File: config.mk
export PLATFORM = sky130hd
export DESIGN_NAME = conv_status_reg
export DESIGN_NICKNAME = d
export VERILOG_FILES = /design/src/rtl/conv_status_pkg.sv /design/src/rtl/status_parity.sv /design/src/rtl/status_ready.sv /design/src/rtl/status_capture.sv /design/src/rtl/conv_status_reg.sv
export SDC_FILE = /design/constraint.sdc
export NUM_CORES = 1
export LEC_CHECK = 0
export BUFFER_PORTS_ARGS = -buffer_cell sky130_fd_sc_hd__buf_2
export CORE_AREA = 5 5 62 70
export DETAILED_ROUTE_END_ITERATION = 10
export DIE_AREA = 0 0 67 75
export MAX_ROUTING_LAYER = met4
export PLACE_DENSITY = 0.91
export SLEW_MARGIN = 5
export SYNTH_ARGS = -nofsm -noshare
export SYNTH_HDL_FRONTEND = slang
export SYNTH_HIERARCHICAL = 1
export SYNTH_SLANG_ARGS = --single-unit
File: constraint.sdc
create_clock -name clk_i -period 1.2 [get_ports clk_i]
set_input_delay 0 -clock clk_i [delete_from_list [all_inputs] [get_ports clk_i]]
set_output_delay 0 -clock clk_i [all_outputs]
set_load 0.005 [all_outputs]
File: src/rtl/conv_status_pkg.sv
package conv_status_pkg;
  localparam int unsigned CHAN_W = 4;

  typedef struct packed {
    logic              rdy_n;
    logic              err;
    logic              noref;
    logic              par;
    logic [CHAN_W-1:0] chan;
  } status_t;
endpackage

File: src/rtl/status_parity.sv
module status_parity #(
  parameter int unsigned W = 24
) (
  input  logic [W-1:0] data_i,
  input  logic         en_i,
  output logic         par_o
);
  logic acc;
  always_comb begin
    acc = 1'b0;
    for (int i = 0; i < W; i++) acc = acc ^ data_i[i];
  end
  assign par_o = en_i & acc;
endmodule

File: src/rtl/status_ready.sv
module status_ready (
  input  logic clk_i,
  input  logic rst_ni,
  input  logic wr_i,
  input  logic rd_i,
  input  logic warn_i,
  input  logic force_i,
  output logic rdy_n_o
);
  logic rdy_n_q;

  // force > store > read/warning
  always_ff @(posedge clk_i or negedge rst_ni) begin
    if (!rst_ni)                rdy_n_q <= 1'b1;
    else if (force_i)           rdy_n_q <= 1'b1;
    else if (wr_i)              rdy_n_q <= 1'b0;
    else if (rd_i || warn_i)    rdy_n_q <= 1'b1;
  end

  assign rdy_n_o = rdy_n_q;


  wr_clears_chk: assert property (@(posedge clk_i) disable iff (!rst_ni)
    (wr_i && !force_i) |=> !rdy_n_o);

  rd_sets_chk: assert property (@(posedge clk_i) disable iff (!rst_ni)
    ((rd_i || warn_i) && !wr_i) |=> rdy_n_o);

  force_sets_chk: assert property (@(posedge clk_i) disable iff (!rst_ni)
    force_i |=> rdy_n_o);

  collide_chk: assert property (@(posedge clk_i) disable iff (!rst_ni)
    (wr_i && (rd_i || warn_i) && !force_i) |=> !rdy_n_o);
endmodule

File: src/rtl/status_capture.sv
module status_capture
  import conv_status_pkg::*;
#(
  parameter int unsigned DATA_W = 24
) (
  input  logic              clk_i,
  input  logic              rst_ni,
  input  logic              wr_i,
  input  logic [DATA_W-1:0] data_i,
  input  logic [CHAN_W-1:0] chan_i,
  input  logic              clamp_i,
  input  logic              ref_low_i,
  input  logic              ref_det_en_i,
  input  logic              par_en_i,
  output logic [DATA_W-1:0] data_o,
  output logic              err_o,
  output logic              noref_o,
  output logic              par_o,
  output logic [CHAN_W-1:0] chan_o
);
  logic              fault;
  logic [DATA_W-1:0] data_d;
  logic              par_d;

  assign fault  = ref_det_en_i & ref_low_i;
  assign data_d = fault ? {DATA_W{1'b1}} : data_i;

  status_parity #(.W(DATA_W)) u_par (
    .data_i (data_d),
    .en_i   (par_en_i),
    .par_o  (par_d)
  );

  always_ff @(posedge clk_i or negedge rst_ni) begin
    if (!rst_ni) begin
      data_o  <= '0;
      err_o   <= 1'b0;
      noref_o <= 1'b0;
      par_o   <= 1'b0;
      chan_o  <= '0;
    end else if (wr_i) begin
      data_o  <= data_d;
      err_o   <= clamp_i | fault;
      noref_o <= fault;
      par_o   <= par_d;
      chan_o  <= chan_i;
    end
  end


  err_cap_chk: assert property (@(posedge clk_i) disable iff (!rst_ni)
    wr_i |=> err_o == $past(clamp_i || (ref_det_en_i && ref_low_i)));

  noref_set_chk: assert property (@(posedge clk_i) disable iff (!rst_ni)
    (wr_i && ref_det_en_i && ref_low_i) |=> (noref_o && (&data_o)));

  noref_off_chk: assert property (@(posedge clk_i) disable iff (!rst_ni)
    (wr_i && !ref_det_en_i) |=> (!noref_o && data_o == $past(data_i)));

  par_cap_chk: assert property (@(posedge clk_i) disable iff (!rst_ni)
    wr_i |=> par_o == ($past(par_en_i) && (^data_o)));

  chan_cap_chk: assert property (@(posedge clk_i) disable iff (!rst_ni)
    wr_i |=> chan_o == $past(chan_i));

  hold_chk: assert property (@(posedge clk_i) disable iff (!rst_ni)
    !wr_i |=> $stable({data_o, err_o, noref_o, par_o, chan_o}));
endmodule

File: src/rtl/conv_status_reg.sv
module conv_status_reg
  import conv_status_pkg::*;
#(
  parameter int unsigned DATA_W = 24
) (
  input  logic              clk_i,
  input  logic              rst_ni,
  input  logic              res_wr_i,
  input  logic [DATA_W-1:0] res_data_i,
  input  logic [CHAN_W-1:0] res_chan_i,
  input  logic              clamp_i,
  input  logic              ref_low_i,
  input  logic              read_i,
  input  logic              warn_i,
  input  logic              pdown_i,
  input  logic              idle_i,
  input  logic              sync_ni,
  input  logic              par_en_i,
  input  logic              ref_det_en_i,
  output logic [7:0]        status_o,
  output logic [DATA_W-1:0] result_o
);
  status_t st;
  logic    force_rdy;

  assign force_rdy = pdown_i | idle_i | ~sync_ni;

  status_ready u_rdy (
    .clk_i   (clk_i),
    .rst_ni  (rst_ni),
    .wr_i    (res_wr_i),
    .rd_i    (read_i),
    .warn_i  (warn_i),
    .force_i (force_rdy),
    .rdy_n_o (st.rdy_n)
  );

  status_capture #(.DATA_W(DATA_W)) u_cap (
    .clk_i        (clk_i),
    .rst_ni       (rst_ni),
    .wr_i         (res_wr_i),
    .data_i       (res_data_i),
    .chan_i       (res_chan_i),
    .clamp_i      (clamp_i),
    .ref_low_i    (ref_low_i),
    .ref_det_en_i (ref_det_en_i),
    .par_en_i     (par_en_i),
    .data_o       (result_o),
    .err_o        (st.err),
    .noref_o      (st.noref),
    .par_o        (st.par),
    .chan_o       (st.chan)
  );

  assign status_o = st;


  noref_data_chk: assert property (@(posedge clk_i) disable iff (!rst_ni)
    status_o[5] |-> (&result_o));

  force_out_chk: assert property (@(posedge clk_i) disable iff (!rst_ni)
    $past(force_rdy) |-> status_o[7]);
endmodule

==> impl_results.md <==
* Setup slack, reg-to-reg at approximately 0.42 ns
* I/O Buffers at 71
* Antenna violations before repair at 0
* Die Wd at between 60 and 70 µm
* FMAX at roughly 660 MHz
* Top Layer Used: met4
* Final hold vios at 0
* Final period utilization at 126%
* Max_cap viols at 0
* Core footprint at 3540 µm²
* Reg clk slew, reported paths at approximately 0.070 ns
* Avg Inst Size Synth at ~9.6 µm²
* GPL Wtd Cong at around 0.73
* Routed len/inst at 14.6 µm
* Total gr overflow at 0
* RSZ-0062 raised after global routing: true
* Area Overhead vs Synth at 55.9%
* Synth Register Bits at 32
* Final worst slack at -0.312 ns
* Final Cell Area at 2640 µm²
* Final Setup Violations at 1
* Clock Path Buffers at 2
* Area after DPL at 2240 µm²
* Final nets at 320
* Arr. time, crit path at between 1.5 and 2 ns
* EDFF count, synth at 0
* Main synth FF type: dfrtp_1
* Worst clock skew at 0 ns
* Top cell type by total area after synthesis: dfrtp_1
* Peak supply drop at 0.883 mV
* Worst-Skew Late Latency at between 0.2 and 0.3 ns
* H-tree depth reported by CTS at 2
* DR iter-0 viols at 37
* Fin util at between 70% and 80%
* Largest net degree at the start of global routing at 21
* Worst-Margin Slew at 0.404 ns
* Synth top area share at 45.8%
* Unique masters post-synth at 20
* LEAKAGE at roughly 1.2 nW
* Die Ht at about 75 µm
* Setup crit end kind: register
* CP max FO at 18
* Synth Cell Area at around 1700 µm²
* Synth Instances at 177
* Hold path depth at 3
* Final Max Tran Viols at 0
* Clock root cell: clkbuf_8
* Top-Level Pins at between 70 and 80
* Via-to-Cell Ratio at 4.72
* Max incr delay on CP at just under 0.4 ns
* Slew Limit Headroom at about 73%
* Ant. Diodes at 0
* Worst setup SP type: input port
* Overall routing resource usage at between 20% and 30%
* Metal1 wirelength at ~1900 µm
* R2R depth at 2
* Die area at about 5000 µm²
* Top-count cell post-synth: a21oi_1
* Detail Route met2 WL at between 2000 and 3000 µm
* Initial Utilization at between 40 and 50%
* Outcome: finished, violations left
* Routed Wire Length at between 4000 and 5000 µm
* TritonCTS clock tree: yes
* CTS buffer count at 5
* Critical path class: in -> reg
* Top post-synthesis cells by count: a21oi_1, dfrtp_1, inv_1, nor2_1, xnor2_1
* First-pass GRT wire length at approximately 7500 µm
* CP required at approximately 1.4 ns
* Share of layout cells above drive strength 1 at approximately half
* Rows at 23
* Final antenna-violating net count at 0
* Met3 WL at ~240 µm
* Synth top area cells: dfrtp_1, a21oi_1, xnor2_1, a21oi_2, inv_1
* Detailed Place HPWL at ~3200 µm
* Clock period minus worst slack at 1.51 ns
* Residual DRC at 0
* Worst-path cell chain: buf_12, a21oi_4, inv_1, xnor2_2, xnor2_2, xnor2_1, xnor3_1, and2_1, mux2_4
* Failing checks: setup timing
* Cell mode on critical path: xnor2_2
* Async S/R FF share, synth at 100%
* Drt pass-1 iters at 4
* Slowest cell on crit path: xnor3_1
* PD cells at between 1000 and 1500 nW/µm²
* HP Class: in -> reg
* CTS sink count at 32
* Postcts setup bufs at 0
* Syn Nets at about 220
* Vias in the first global route at between 1500 and 2000
* Vias at roughly 1600
* Sequential area share after synthesis at between 40% and 50%
* Yosys warnings at 6
what timing repair did:
item,in CTS,in global routing
hold endpoints to repair,42,0
gates resized for setup,17,13
gates cloned,0,0
pin swaps,7,4
setup endpoints to repair,1,1
hold buffers,14,0
cell usage in the layout (no fill, tap or decap), drive strengths merged:
| master | n |
|---|---|
| buf | 94 |
| a21oi | 50 |
| dfrtp | 31 |
| nor2 | 25 |
| inv | 25 |
| xnor2 | 19 |
| dlygate4sd3 | 14 |
| clkbuf | 6 |
| mux2 | 5 |
| xor2 | 2 |
| or3b | 1 |
| bufinv | 1 |
| clkinv | 1 |
| nand3 | 1 |
| o21ai | 1 |
| xnor3 | 1 |
| and2 | 1 |
| nor3 | 1 |
| o21bai | 1 |
| dfstp | 1 |
routing by layer:
layer | up-vias | global-route usage [%]
met5 | - | -
met4 | 0 | 6.76
met3 | 10 | 5.22
met2 | 51 | 36.6
met1 | 734 | 22.9
li1 | 768 | -
through the flow:
| stage | hold WS, ns | power, mW | setup TNS (ns) | worst slack, ns | std cells |
|---|---|---|---|---|---|
| after global routing | 0.00885 | 3.40 | -0.333 | -0.333 | 331 |
| final | 0.0116 | 3.22 | -0.312 | -0.312 | 331 |
| after global placement | -0.0577 | 2.08 | -0.740 | -0.740 | 309 |
| after floorplan | -0.296 | 1.80 | -0.569 | -0.569 | 177 |
| after detailed placement | -0.0477 | 2.10 | -0.770 | -0.770 | 309 |
| after CTS | 0.00254 | 3.20 | -0.254 | -0.254 | 331 |
kinds of logic (layout without fill, tap and decap cells):
| family | Yosys count | in the layout | share of synthesized area, % |
|---|---|---|---|
| buf+inv | 37 | 141 | 12.0 |
| mux | 5 | 5 | 3.32 |
| compound gates | 52 | 52 | 18.2 |
| simple gates | 29 | 29 | 7.01 |
| flops | 32 | 32 | 47.3 |
| xor+xnor | 22 | 22 | 12.2 |
area by class of cell:
| cell class | count | area (µm²) |
|---|---|---|
| clock buffers | 6 | 72.6 |
| clock inverters | 2 | 35.0 |
| fillers | 275 | 897 |
| inverters | 25 | 93.8 |
| multi-input cells | 108 | 862 |
| flip-flops and latches | 32 | 802 |
| well taps | 50 | 62.6 |
| repair buffers | 108 | 714 |
where the power goes:
part,switching (mW),internal [mW],leakage (nW),total [mW]
Combinational,0.412,0.541,0.832,0.953
Sequential,0.0586,1.19,0.351,1.25
Clock,0.400,0.616,0.0552,1.02
Total,0.871,2.35,1.24,3.22
worst max-delay path: cells and delay by family:
kind                      cells  cell delay (ns)
AOI/OAI and AO/OA             1             0.16
xor gates and xnor gates      4             0.90
buffers and inverters         2             0.24
muxes                         1             0.25
and+or+nand+nor               1             0.14
flip-flops by register name (all words and copies together), names as in the netlist:
name	cells
u_cap/noref_o	1
u_cap/par_o	1
u_rdy/rdy_n_o	1
u_cap/err_o	1
u_cap/data_o	24
u_cap/chan_o	4
final timing paths:
kind | startpoint | end
max in group asynchronous | rst_ni | u_cap/data_o[8]
setup / recovery | ref_low_i | u_cap/par_o
hold / removal | res_data_i[4] | u_cap/data_o[4]
min in group asynchronous | rst_ni | u_cap/data_o[1]
setup reg to reg | u_rdy/rdy_n_o | u_rdy/rdy_n_o
hold reg to reg | u_cap/chan_o[0] | u_cap/chan_o[0]
Note: power is estimated with default switching activity, not from simulation.
